`src/rtl/cs_rx_pkg.sv`:
```
package cs_rx_pkg;

    localparam int HOST_W = 8;

    typedef enum logic [1:0] {
        A_DATA = 2'd0,
        A_STAT = 2'd1,
        A_CTRL = 2'd2,
        A_DIV  = 2'd3
    } reg_addr_e;

    typedef struct packed {
        logic master;
        logic phase;
        logic stop_one;
        logic irq_en;
        logic rx_en;
    } ctrl_t;

    typedef struct packed {
        logic ovr;
        logic full;
    } stat_t;

    // True when a clock moving to new_level is the sampling edge for this phase
    function automatic logic samp_edge(input logic phase, input logic new_level);
        return phase ? ~new_level : new_level;
    endfunction

endpackage

```
`src/rtl/cs_rx_regs.sv`:
```
module cs_rx_regs
    import cs_rx_pkg::*;
#(
    parameter int DATA_W = 8,
    parameter int DIV_W  = 8
) (
    input  logic              clk,
    input  logic              rst,
    input  logic              wr_i,
    input  logic              rd_i,
    input  logic [1:0]        addr_i,
    input  logic [HOST_W-1:0] wdata_i,
    input  logic              done_i,
    input  logic [DATA_W-1:0] done_byte_i,
    output logic [HOST_W-1:0] rdata_o,
    output ctrl_t             ctrl_o,
    output logic [DIV_W-1:0]  half_o,
    output stat_t             stat_o,
    output logic              data_rd_o,
    output logic              irq_o
);
    ctrl_t             ctrl_q;
    stat_t             stat_q;
    logic [DIV_W-1:0]  half_q;
    logic [DATA_W-1:0] data_q;
    logic              stat_clr;

    assign data_rd_o = rd_i && (reg_addr_e'(addr_i) == A_DATA);
    assign stat_clr  = wr_i && (reg_addr_e'(addr_i) == A_STAT) && !wdata_i[1];

    always_ff @(posedge clk) begin
        if (rst) begin
            ctrl_q <= '0;
            stat_q <= '0;
            half_q <= DIV_W'(1);
            data_q <= '0;
        end else begin
            if (wr_i && reg_addr_e'(addr_i) == A_CTRL) ctrl_q <= ctrl_t'(wdata_i[4:0]);
            if (wr_i && reg_addr_e'(addr_i) == A_DIV)  half_q <= wdata_i[DIV_W-1:0];
            if (stat_clr)  stat_q.ovr  <= 1'b0;
            if (data_rd_o) stat_q.full <= 1'b0;
            if (done_i) begin
                if (stat_q.full) begin
                    stat_q.ovr <= 1'b1;
                end else begin
                    data_q      <= done_byte_i;
                    stat_q.full <= 1'b1;
                end
            end
        end
    end

    always_comb begin
        case (reg_addr_e'(addr_i))
            A_DATA:  rdata_o = HOST_W'(data_q);
            A_STAT:  rdata_o = HOST_W'(stat_q);
            A_CTRL:  rdata_o = HOST_W'(ctrl_q);
            default: rdata_o = HOST_W'(half_q);
        endcase
    end

    assign ctrl_o = ctrl_q;
    assign half_o = half_q;
    assign stat_o = stat_q;
    assign irq_o  = ctrl_q.irq_en && (stat_q.full || stat_q.ovr);

    assert_load_R3: assert property (@(posedge clk) disable iff (rst)
        (done_i && !stat_q.full) |=> (stat_q.full && data_q == $past(done_byte_i)));
    assert_ovr_keep_R8: assert property (@(posedge clk) disable iff (rst)
        (done_i && stat_q.full) |=> (stat_q.ovr && $stable(data_q)));
    assert_rd_clear_R5: assert property (@(posedge clk) disable iff (rst)
        (data_rd_o && !done_i) |=> !stat_q.full);
    assert_ovr_sticky_R9: assert property (@(posedge clk) disable iff (rst)
        (stat_q.ovr && !stat_clr) |=> stat_q.ovr);

endmodule

```
`src/rtl/cs_rx_mclk.sv`:
```
module cs_rx_mclk
    import cs_rx_pkg::*;
#(
    parameter int DATA_W = 8,
    parameter int DIV_W  = 8
) (
    input  logic             clk,
    input  logic             rst,
    input  ctrl_t            ctrl_i,
    input  logic             ovr_i,
    input  logic             launch_i,
    input  logic [DIV_W-1:0] half_i,
    output logic             sck_o,
    output logic             strobe_o,
    output logic             busy_o
);
    localparam int EDGES = 2 * DATA_W;
    localparam int EW    = $clog2(EDGES);

    logic             busy_q, sck_q, tick, last_edge;
    logic [DIV_W-1:0] div_q;
    logic [EW-1:0]    edge_q;
    logic [DIV_W:0]   div_nxt;

    assign div_nxt   = {1'b0, div_q} + (DIV_W+1)'(1);
    assign tick      = busy_q && (div_nxt >= {1'b0, half_i});
    assign last_edge = (edge_q == EW'(EDGES - 1));
    assign strobe_o  = tick && samp_edge(ctrl_i.phase, ~sck_q);

    always_ff @(posedge clk) begin
        if (rst || !ctrl_i.rx_en || !ctrl_i.master || ovr_i) begin
            busy_q <= 1'b0;
            sck_q  <= 1'b0;
            div_q  <= '0;
            edge_q <= '0;
        end else if (!busy_q) begin
            div_q  <= '0;
            edge_q <= '0;
            if (launch_i) busy_q <= 1'b1;
        end else if (tick) begin
            div_q <= '0;
            sck_q <= ~sck_q;
            if (last_edge) begin
                edge_q <= '0;
                busy_q <= !ctrl_i.stop_one;
            end else begin
                edge_q <= edge_q + EW'(1);
            end
        end else begin
            div_q <= div_q + DIV_W'(1);
        end
    end

    assign sck_o  = sck_q;
    assign busy_o = busy_q;

    assert_abort_R12: assert property (@(posedge clk) disable iff (rst)
        !ctrl_i.rx_en |=> (!busy_q && !sck_q));
    assert_freeze_R8: assert property (@(posedge clk) disable iff (rst)
        ovr_i |=> !busy_q);

endmodule

```
`src/rtl/cs_rx_shift.sv`:
```
module cs_rx_shift
    import cs_rx_pkg::*;
#(
    parameter int DATA_W = 8
) (
    input  logic              clk,
    input  logic              rst,
    input  ctrl_t             ctrl_i,
    input  logic              ovr_i,
    input  logic              m_busy_i,
    input  logic              m_strobe_i,
    input  logic              sck_in,
    input  logic              cs_n,
    input  logic              sdi,
    output logic              done_o,
    output logic [DATA_W-1:0] byte_o
);
    localparam int CW = $clog2(DATA_W);

    logic [2:0]        sync1_q, sync2_q;
    logic              sck_s, cs_s, sdi_s, sck_d;
    logic              s_strobe, strobe, clr;
    logic [CW-1:0]     cnt_q;
    logic [DATA_W-1:0] sh_q;

    always_ff @(posedge clk) begin
        if (rst) begin
            sync1_q <= 3'b010;
            sync2_q <= 3'b010;
            sck_d   <= 1'b0;
        end else begin
            sync1_q <= {sck_in, cs_n, sdi};
            sync2_q <= sync1_q;
            sck_d   <= sck_s;
        end
    end

    assign {sck_s, cs_s, sdi_s} = sync2_q;

    assign s_strobe = !ctrl_i.master && !cs_s && (sck_s != sck_d) && samp_edge(ctrl_i.phase, sck_s);
    assign strobe   = ctrl_i.master ? m_strobe_i : s_strobe;
    assign clr      = !ctrl_i.rx_en || ovr_i || (ctrl_i.master ? !m_busy_i : cs_s);

    always_ff @(posedge clk) begin
        if (rst || clr) begin
            cnt_q <= '0;
            sh_q  <= '0;
        end else if (strobe) begin
            sh_q  <= {sh_q[DATA_W-2:0], sdi_s};
            cnt_q <= (cnt_q == CW'(DATA_W - 1)) ? '0 : cnt_q + CW'(1);
        end
    end

    assign done_o = strobe && !clr && (cnt_q == CW'(DATA_W - 1));
    assign byte_o = {sh_q[DATA_W-2:0], sdi_s};

    assert_cs_drop_R11: assert property (@(posedge clk) disable iff (rst)
        (!ctrl_i.master && cs_s) |=> (cnt_q == '0));

endmodule

```
`src/rtl/cs_sync_rx.sv`:
```
module cs_sync_rx
    import cs_rx_pkg::*;
#(
    parameter int DATA_W = 8,
    parameter int DIV_W  = 8
) (
    input  logic        clk,
    input  logic        rst,
    input  logic        host_wr,
    input  logic        host_rd,
    input  logic [1:0]  host_addr,
    input  logic [7:0]  host_wdata,
    output logic [7:0]  host_rdata,
    output logic        irq,
    output logic        sck_out,
    input  logic        sck_in,
    input  logic        cs_n,
    input  logic        sdi
);
    ctrl_t             ctrl;
    stat_t             stat;
    logic [DIV_W-1:0]  half;
    logic              data_rd, done, m_strobe, m_busy;
    logic [DATA_W-1:0] rx_byte;

    cs_rx_regs #(.DATA_W(DATA_W), .DIV_W(DIV_W)) u_regs (
        .clk(clk), .rst(rst), .wr_i(host_wr), .rd_i(host_rd), .addr_i(host_addr),
        .wdata_i(host_wdata), .done_i(done), .done_byte_i(rx_byte), .rdata_o(host_rdata),
        .ctrl_o(ctrl), .half_o(half), .stat_o(stat), .data_rd_o(data_rd), .irq_o(irq)
    );

    cs_rx_mclk #(.DATA_W(DATA_W), .DIV_W(DIV_W)) u_mclk (
        .clk(clk), .rst(rst), .ctrl_i(ctrl), .ovr_i(stat.ovr), .launch_i(data_rd),
        .half_i(half), .sck_o(sck_out), .strobe_o(m_strobe), .busy_o(m_busy)
    );

    cs_rx_shift #(.DATA_W(DATA_W)) u_shift (
        .clk(clk), .rst(rst), .ctrl_i(ctrl), .ovr_i(stat.ovr), .m_busy_i(m_busy),
        .m_strobe_i(m_strobe), .sck_in(sck_in), .cs_n(cs_n), .sdi(sdi),
        .done_o(done), .byte_o(rx_byte)
    );

endmodule

```
`config.mk`:
```
export PLATFORM = sky130hd
export DESIGN_NAME = cs_sync_rx
export DESIGN_NICKNAME = d
export VERILOG_FILES = /design/src/rtl/cs_rx_pkg.sv /design/src/rtl/cs_rx_regs.sv /design/src/rtl/cs_rx_mclk.sv /design/src/rtl/cs_rx_shift.sv /design/src/rtl/cs_sync_rx.sv
export SDC_FILE = /design/constraint.sdc
export NUM_CORES = 1
export LEC_CHECK = 0
export ABC_AREA = 1
export BUFFER_PORTS_ARGS = -buffer_cell sky130_fd_sc_hd__buf_2
export CAP_MARGIN = 20
export CORE_UTILIZATION = 62
export DETAILED_ROUTE_END_ITERATION = 6
export GPL_TIMING_DRIVEN = 0
export HOLD_SLACK_MARGIN = 0.06
export PLACE_DENSITY = 0.83
export SLEW_MARGIN = 20
export SYNTH_ARGS = -nofsm -noshare
export SYNTH_HDL_FRONTEND = slang
export SYNTH_SLANG_ARGS = --single-unit
```
`constraint.sdc`:
```
create_clock -name clk -period 6.36 [get_ports clk]
set_input_delay 1.272 -clock clk [delete_from_list [all_inputs] [get_ports clk]]
set_output_delay 1.272 -clock clk [all_outputs]
set_load 0.1 [all_outputs]
```
; ---- After elaboration in Yosys (flattened, before gate mapping)
; Index checks and enable logic that the tools add are counted.
[totals]
reg_bits = 54
inputBits = 17
output_inout_bits = 10
word_cells = 81
[op_classes]
addsub = 4
order_cmp = 1
eq_ne = 6
n_mux = 16
bitwise_logic = 4
reduce_logical = 32
[op_table]
columns = operator, n
row1 = $pmux 8 s3, 1
row2 = $logic_and 1x1->1, 13
row3 = $mux 1, 12
row4 = $add 8x1->9 const B, 1
row5 = $ge 9x8->1, 1
row6 = $add 8x1->8 const B, 1
row7 = $logic_not 1->1, 7
row8 = $logic_or 1x1->1, 7
row9 = $add 4x1->4 const B, 1
row10 = $eq 2x2->1 const B, 2
row11 = $eq 4x4->1 const B, 1
row12 = $mux 4, 1
row13 = $not 1->1, 4
row14 = $reduce_and 2->1, 2
row15 = $add 3x1->3 const B, 1
row16 = $eq 3x3->1 const B, 1
row17 = $mux 3, 1
row18 = $reduce_or 3->1, 1
row19 = $eq 2x1->1 const B, 1
row20 = $logic_not 2->1, 1
row21 = $mux 2, 1
row22 = $reduce_or 2->1, 1
row23 = $ne 1x1->1, 1

; ---- Longest topological paths before layout
; Gate-level depths: netlist of run 1.
[depth]
ltp_word = 8
ltp_mapped = 22
mapped_depth_nobuf = 22

; ---- Hierarchy
; Synthesis of run 1 repeated with hierarchy kept, for this count alone.
[hier_totals]
cells_unflattened = 375
area_unflattened_um2 = 2698.8
[modules_own_cells]
columns = module, instances, cells_per_inst, area_per_inst_um2, seq_area_each_um2
row1 = cs_rx_regs, 1, 141, 1003.5, 460.4
row2 = cs_rx_mclk, 1, 136, 934.6, 280.3
row3 = cs_rx_shift, 1, 98, 760.7, 340.3

; ---- Worst setup path before layout of run 1
; No wires, ideal clock.
[synth_path]
path_type = in2out
from = input port host_addr[0]
to = output port host_rdata[1]
t_arrival_ns = 3.532
required_time_ns = 5.088
path_slack_ns = 1.556
cell_stages = 2
path_buffers = 0
cell_sequence = nand2_1 -> o21ai_0
[synth_between]
elab_chain_len = 2
word_cells_on_any_way = 4
cone_classes = eq/ne (2) / mux (1) / reduce/logical (1)
[synth_rtl]
columns = item, line_no
row1 = "start, declared", cs_sync_rx.sv:11  ; input logic [1:0] host_addr,
row2 = "$eq 2x2->1, or another cell as far along", cs_rx_regs.sv:54  ; case (reg_addr_e'(addr_i))
row3 = $pmux 8 s3 *, cs_rx_regs.sv:54
row4 = "end, declared", cs_sync_rx.sv:13  ; output logic [7:0] host_rdata,
; Every way passes the cells marked *; elsewhere a longest branch is shown, timed or not.

; ---- Final worst setup path of run 1
[layout_path]
from = input port host_addr[1]
to = output port host_rdata[1]
; Same word-level chain as after synthesis.

==> metrics, run 1 <==
critical path capture point type output pin; number of instances resized during post-cts repair 0; wire length of the first global-routing pass between 8000 and 9000 microns; class of the tightest hold or removal check register to register; insertion delay of the later-clocked pin in the worst-skew pair ~0.30 ns; pre-CTS setup slack 2.47 ns; TritonCTS Buffers 5; width of the chip around 66 microns; post-DR wirelength/cell ~12 microns; post-route non-filler standard cell count between 400 and 500; final estimated routing congestion in global placement between 0.8 and 0.9; Slowest Stage Delay on Critical Path between 0.4 and 0.5 ns; CTS Sinks 54; Hold Path Depth 2; remaining design rule violation count 0; final worst path period share 61.2%; pin count of the biggest net entering global routing 15; Detail Placement HPWL roughly 3900 microns; final critical delay including setup and external delays 3.89 ns; leakage power total about 0.0013 uW; starting density of the core about two thirds; start point of the worst min-delay path u_shift.sync1_q[0]$_SDFF_PP0_; overall die area between 4000 and 5000 sq um; largest voltage drop on the vdd net roughly 0.00013 V; arrival time worst endpoint roughly 2.6 ns; Async S/R FF share, synth 0%; post-CTS setup buffer count 0; DR vias approximately 2,300; die span in y about 66 microns; Synth cell types 33; Mapped Avg Cell Area 7.32 sq um; ratio of cells with drive above 1 in the final layout between 10% and 20%; Core Footprint 3800 sq um; run status finished, final reports clean; # port buffers 26; sum of negative setup slack 0 ns; critical path startpoint category input pin; Reg2Reg Depth 21; Worst-Margin Slew around 0.48 ns; Critical-path top delay cell buf_2; WHS 0.408 ns; leading cell types in the layout, fill and taps excluded 68 x inv_1, 56 x nand2_1, 54 x dfxtp_1; wire length reported by the detailed router 5060 microns; number of detailed-routing iterations run before antenna repair 4; P per Cell Area between 200 and 250 nW/um^2; per-cell via count in the routed design 5.31; setup slack of the worst register-to-register path between 3 and 4 ns; type of the worst setup path input pin to output pin; hold violation total from the final report 0; endpoint of the worst hold path u_shift.sync2_q[0]$_SDFF_PP0_; Final Setup Violations 0; number of enable-type register cells in the synthesized netlist 0; maximum level of the CTS H-tree 2; worst r2r src u_mclk.div_q[0]$_SDFF_PP0_; CTS clock-pin slew for the worst setup and hold paths approximately 0.08 ns; number of antenna violations at the first check in global routing 0; antenna viol nets, final 0; total of flip-flops plus latches after synthesis 54; via count of the first global-routing pass about 2,100; number of nets in the synthesized netlist about 380; count of hold buffers inserted by post-cts repair 0; Cell Count Post-Placement approximately 420; CTS tree done; post-synthesis to final-layout area growth 10.7%; setup slack of the critical path after layout 2.47 ns; prevailing post-synth register cell dfxtp_1; RSZ-0062 raised after global routing false; FF-to-FF End u_regs.data_q[2]$_SDFFE_PP0P_; global-route total usage across every layer about a quarter; number of synthesis warnings 0; post-synthesis cell area about 2600 sq um; CP required just over 5 ns; root cell of the clock tree clkbuf_8; largest delay contributor family on the critical path buffers and inverters; count of nets after finishing between 400 and 500; peak fanout along the critical path 9; I/O pins 27; number of antenna cells inserted 0; most common cell after layout, fill and taps aside inv_1; overflow left after global routing 0; Clock Skew between 0.008 and 0.009 ns; number of fillers in the final layout between 300 and 400; proportion of synthesized chip area in sequential cells about 42%; iteration-0 DRC count of the detailed router 139; CTS max path bufs 2; Slew headroom ~68%; count of mapped cells out of synthesis ~350; count of max-cap constraint violations 0; maximum achievable frequency 257 MHz; Max Slew Vio Count 0; cell chain of the critical path buf_2 > inv_1 > nor2_1 > nand2_1 > o21ai_0 > a21oi_1 > o21ai_0 > buf_2; number of placement rows 22; Buf/Inv on CP 3
-- stage by stage --
step / power, uW / utilization (%) / cell area [sq um]
2_1_floorplan: 389 / - / 2560
3_3_place_gp: 404 / 72.3 / 2750
3_5_place_dp: 405 / 72.3 / 2750
4_1_cts: 587 / 74.5 / 2830
5_1_grt: 612 / 74.5 / 2830
6_report: 585 / 74.5 / 2830
-- layer usage --
layer | global-route usage [%] | wire length, microns | up-vias
met4 | 7.71 | 57 | 0
met1 | 33.8 | 2420 | 1054
met5 | 0 | 0 | -
met3 | 6.38 | 202 | 7
li1 | - | - | 1176
met2 | 43.9 | 2380 | 40
-- worst max path at each step --
stage,slack (ns),depth (start not counted),end,from
global route,2.32,8,host_rdata[1],host_addr[1]
CTS,2.48,8,host_rdata[1],host_addr[1]
detailed placement,2.47,8,host_rdata[1],host_addr[1]
global placement,2.49,8,host_rdata[1],host_addr[1]
floorplan,1.56,2,host_rdata[1],host_addr[0]
finish,2.47,8,host_rdata[1],host_addr[1]
-- final cells by class --
cell class | count | area, sq um | share of cell area, %
Buffer | 6 | 38.8 | 1.37
Clock buffer | 6 | 82.6 | 2.92
Inverter | 70 | 263 | 9.29
Multi-Input combinational cell | 219 | 1170 | 41.5
Sequential cell | 54 | 1080 | 38.2
Tap cell | 48 | 60.1 | 2.12
Timing Repair Buffer | 26 | 130 | 4.60
-- worst reg2reg max path: stages, from the launching register on --
cell and delay, ns:
dfxtp_1 0.38, ha_1 0.19, nand2_1 0.07, inv_2 0.07, nand2_2 0.07, nor2_1 0.13
nor2_1 0.07, ha_1 0.30, nand2_1 0.05, inv_1 0.06, nand3_1 0.07, nand3_1 0.07
nand2_1 0.05, nand2_1 0.05, nand2_1 0.04, nand2_1 0.12, nand3_2 0.11, nand2_4 0.14
buf_6 0.16, nand4_1 0.08, nand2_1 0.09, nor2_1 0.05
-- Yosys cell counts, types with 2 or more instances --
cell type | n | area [sq um]
nor2_1 | 41 | 154
a21oi_1 | 27 | 135
nand4_1 | 9 | 56.3
o22ai_1 | 3 | 18.8
ha_1 | 12 | 150
inv_1 | 68 | 255
or2_2 | 3 | 18.8
a31oi_1 | 2 | 12.5
nand2_1 | 56 | 210
o21ai_0 | 23 | 115
inv_2 | 2 | 7.51
buf_6 | 2 | 22.5
dfxtp_1 | 54 | 1080
o221ai_1 | 3 | 26.3
nand3_1 | 13 | 65.1
clkbuf_1 | 2 | 7.51
nor3_1 | 4 | 20.0
nor2_4 | 2 | 22.5
xor2_1 | 4 | 35.0
o21ai_1 | 4 | 20.0
nand2_2 | 2 | 12.5
nand3_2 | 2 | 20.0
-- registers in the layout, summed over array words and instances (netlist names) --
register         count
u_mclk.busy_o        1
u_mclk.div_q         8
u_mclk.edge_q        4
u_mclk.sck_o         1
u_regs.ctrl_o        5
u_regs.data_q        8
u_regs.half_o        8
u_regs.stat_o        2
u_shift.cnt_q        3
u_shift.sck_d        1
u_shift.sh_q         7
u_shift.sync1_q      3
u_shift.sync2_q      3
-- where the power goes --
part / switching [uW] / internal (uW) / leakage, uW
clock network: 103 / 84.2 / 0.0000431
registers: 2.37 / 344 / 0.000438
logic: 37.5 / 14.6 / 0.000779
-- logic make-up after synthesis --
kind of cell | share of synthesized area (%)
compound gates | 14.1
xor+xnor | 1.37
fa+ha+maj | 5.87
buf+inv | 11.8
flops | 42.3
simple gates | 24.5
(Power assumes the default switching activity.)
==> inputs of run 2 (changes only) <==
--- a/config.mk
+++ b/config.mk
@@ -8,11 +8,11 @@
 export ABC_AREA = 1
 export BUFFER_PORTS_ARGS = -buffer_cell sky130_fd_sc_hd__buf_2
 export CAP_MARGIN = 20
-export CORE_UTILIZATION = 62
+export CORE_UTILIZATION = 52
 export DETAILED_ROUTE_END_ITERATION = 6
 export GPL_TIMING_DRIVEN = 0
 export HOLD_SLACK_MARGIN = 0.06
-export PLACE_DENSITY = 0.83
+export PLACE_DENSITY = 0.75
 export SLEW_MARGIN = 20
 export SYNTH_ARGS = -nofsm -noshare
 export SYNTH_HDL_FRONTEND = slang
==> constraint.sdc (replaced) <==
create_clock -name clk -period 3.3 [get_ports clk]
set_input_delay 0.66 -clock clk [delete_from_list [all_inputs] [get_ports clk]]
set_output_delay 0.66 -clock clk [all_outputs]
set_load 0.1 [all_outputs]
==> run 2 against run 1 <==
Against the previous run: die area is 19% higher; critical path type unchanged; sequential power grew 93%; worst hold slack got worse by 0.0021 ns; design area is 3.0% higher; global-route usage decreased by 4.3 points.
==> metrics, run 2 (synthesized netlist as in run 1, its figures left out) <==
area taken by multi-input logic gates around 1200 sq um; post-synthesis to final-layout area growth 13.9%; ratio of cells with drive above 1 in the final layout around 14%; critical path startpoint category input pin; leakage power total 0.00129 uW; # port buffers 26; final critical delay including setup and external delays 2.68 ns; width of the chip a little over 70 microns; worst r2r src u_mclk.div_q[0]$_SDFF_PP0_; sum of negative setup slack 0 ns; leading cell types in the layout, fill and taps excluded 68 x inv_1, 56 x nand2_1, 54 x dfxtp_1; Hold Path Depth 2; start point of the worst min-delay path u_shift.sync1_q[0]$_SDFF_PP0_; antenna viol nets, final 0; Clock Skew 0.0126 ns; count of hold buffers inserted by post-cts repair 0; Critical-path top delay cell buf_2; number of instances resized during post-cts repair 0; wire length reported by the detailed router about 5000 microns; overflow left after global routing 0; Max Slew Vio Count 0; largest delay contributor family on the critical path buffers and inverters; peak fanout along the critical path 9; arrival time worst endpoint 2.02 ns; WHS roughly 0.4 ns; remaining design rule violation count 0; Flop pwr share between 50% and 60%; number of placement rows 25; number of detailed-routing iterations run before antenna repair 4; Cell Count Post-Placement 442; per-cell via count in the routed design roughly 4.9; CTS clock-pin slew for the worst setup and hold paths around 0.090 ns; internal power between 1000 and 1500 uW; Detail Placement HPWL about 3800 microns; Final Setup Violations 0; count of max-cap constraint violations 0; sw power 296 uW; post-route non-filler standard cell count between 400 and 500; global-route total usage across every layer 22.2%; Clk network pwr share between 40% and 50%; Net Sw Frac 22.6%; Slew headroom 68.1%; number of fillers in the final layout about 430; most prevalent standard cell on the critical path buf_2; CTS tree done; overall die area a little over 5000 sq um; most common cell after layout, fill and taps aside inv_1; Worst-Margin Slew roughly 0.48 ns; Reg2Reg Depth 20; Comb pwr share around 7.7%; CTS max path bufs 2; run status finished, final reports clean; post-DR wirelength/cell ~11 microns; CP required 2.64 ns; RSZ-0062 raised after global routing false; starting density of the core roughly 54%; via count of the first global-routing pass 2,110; final worst path period share around four fifths; maximum achievable frequency roughly 370 MHz; largest voltage drop on the vdd net roughly 0.00027 V; TritonCTS Buffers 5; FF-to-FF End u_mclk.edge_q[1]$_SDFFE_PP0P_; Buf/Inv on CP 3; Slowest Stage Delay on Critical Path 0.45 ns; endpoint of the worst hold path u_shift.sync2_q[0]$_SDFF_PP0_; CTS Sinks 54; number of antenna violations at the first check in global routing 0; P per Cell Area around 450 nW/um^2; post-CTS setup buffer count 0; footprint of the flip-flops and latches between 1000 and 1500 sq um; I/O pins 27; hold violation total from the final report 0; iteration-0 DRC count of the detailed router between 100 and 150; root cell of the clock tree clkbuf_8; count of nets after finishing slightly above 400; Core Footprint 4720 sq um; insertion delay of the later-clocked pin in the worst-skew pair about 0.31 ns; final estimated routing congestion in global placement just over 0.8; critical path capture point type output pin; maximum level of the CTS H-tree 2; cell chain of the critical path buf_2 > inv_1 > nor2_1 > nand2_1 > o21ai_0 > a21oi_1 > o21ai_1 > buf_2; type of the worst setup path input pin to output pin; die span in y 72.1 microns; DR vias around 2,200; number of antenna cells inserted 0; setup slack of the worst register-to-register path about 0.76 ns; class of the tightest hold or removal check register to register; pin count of the biggest net entering global routing 17; wire length of the first global-routing pass ~9000 microns
run 2: cell count changes in the layout (fill, tap and decap cells not counted):
cell	previous run	this run
o21ai_0	23	22
o21ai_1	4	5
bufinv_16	0	2
run 2: how the worst max path moves through the flow:
stage	from	endpoint	slack (ns)	depth (start not counted)
2_1_floorplan	host_addr[1]	host_rdata[2]	0.12	3
3_3_place_gp	host_addr[1]	host_rdata[1]	0.63	8
3_5_place_dp	host_addr[1]	host_rdata[1]	0.62	8
4_1_cts	host_addr[1]	host_rdata[1]	0.63	8
5_1_grt	u_mclk.div_q[0]$_SDFF_PP0_	u_mclk.edge_q[1]$_SDFFE_PP0P_	0.45	20
6_report	host_addr[1]	host_rdata[1]	0.62	8
run 2: area by class of cell:
cell class / count / share of cell area [%]
Tap cell: 67 / 2.88
Timing Repair Buffer: 26 / 4.47
Inverter: 70 / 9.02
Multi-Input combinational cell: 219 / 40.3
Sequential cell: 54 / 37.1
Clock inverter: 2 / 2.06
Buffer: 6 / 1.33
Clock buffer: 6 / 2.84
run 2: metrics by stage:
stage          util, %  power, uW  cell area (sq um)  worst slack (ns)
2_1_floorplan        -        750               2560             0.117
3_3_place_gp      58.6        779               2770             0.626
3_5_place_dp      58.6        781               2770             0.624
4_1_cts           61.7       1320               2910             0.627
5_1_grt           61.7       1360               2910             0.448
6_report          61.7       1310               2910             0.619
run 2: power by group through the flow:
stage	registers [uW]	clock network (uW)	logic (uW)
final	667	542	100
after global routing	669	577	112
after CTS	667	552	100
after detailed placement	682	0	99.0
after global placement	682	0	97.4
after floorplan	681	0	69.5
run 2: metal layers:
layer	vias up	wire, microns	share of wire (%)	track usage (%)
met4	0	56	1.1	5.88
met1	993	2570	50	29.3
met3	5	237	4.7	6.11
met5	-	0	0	0
li1	1180	-	-	-
met2	49	2230	44	35.8
run 2: worst min-delay path: cells and delay by family, from the launching register on:
kind	cells	cell delay, ns
simple gates	1	0.03
flops	1	0.31
buf+inv	1	0.04
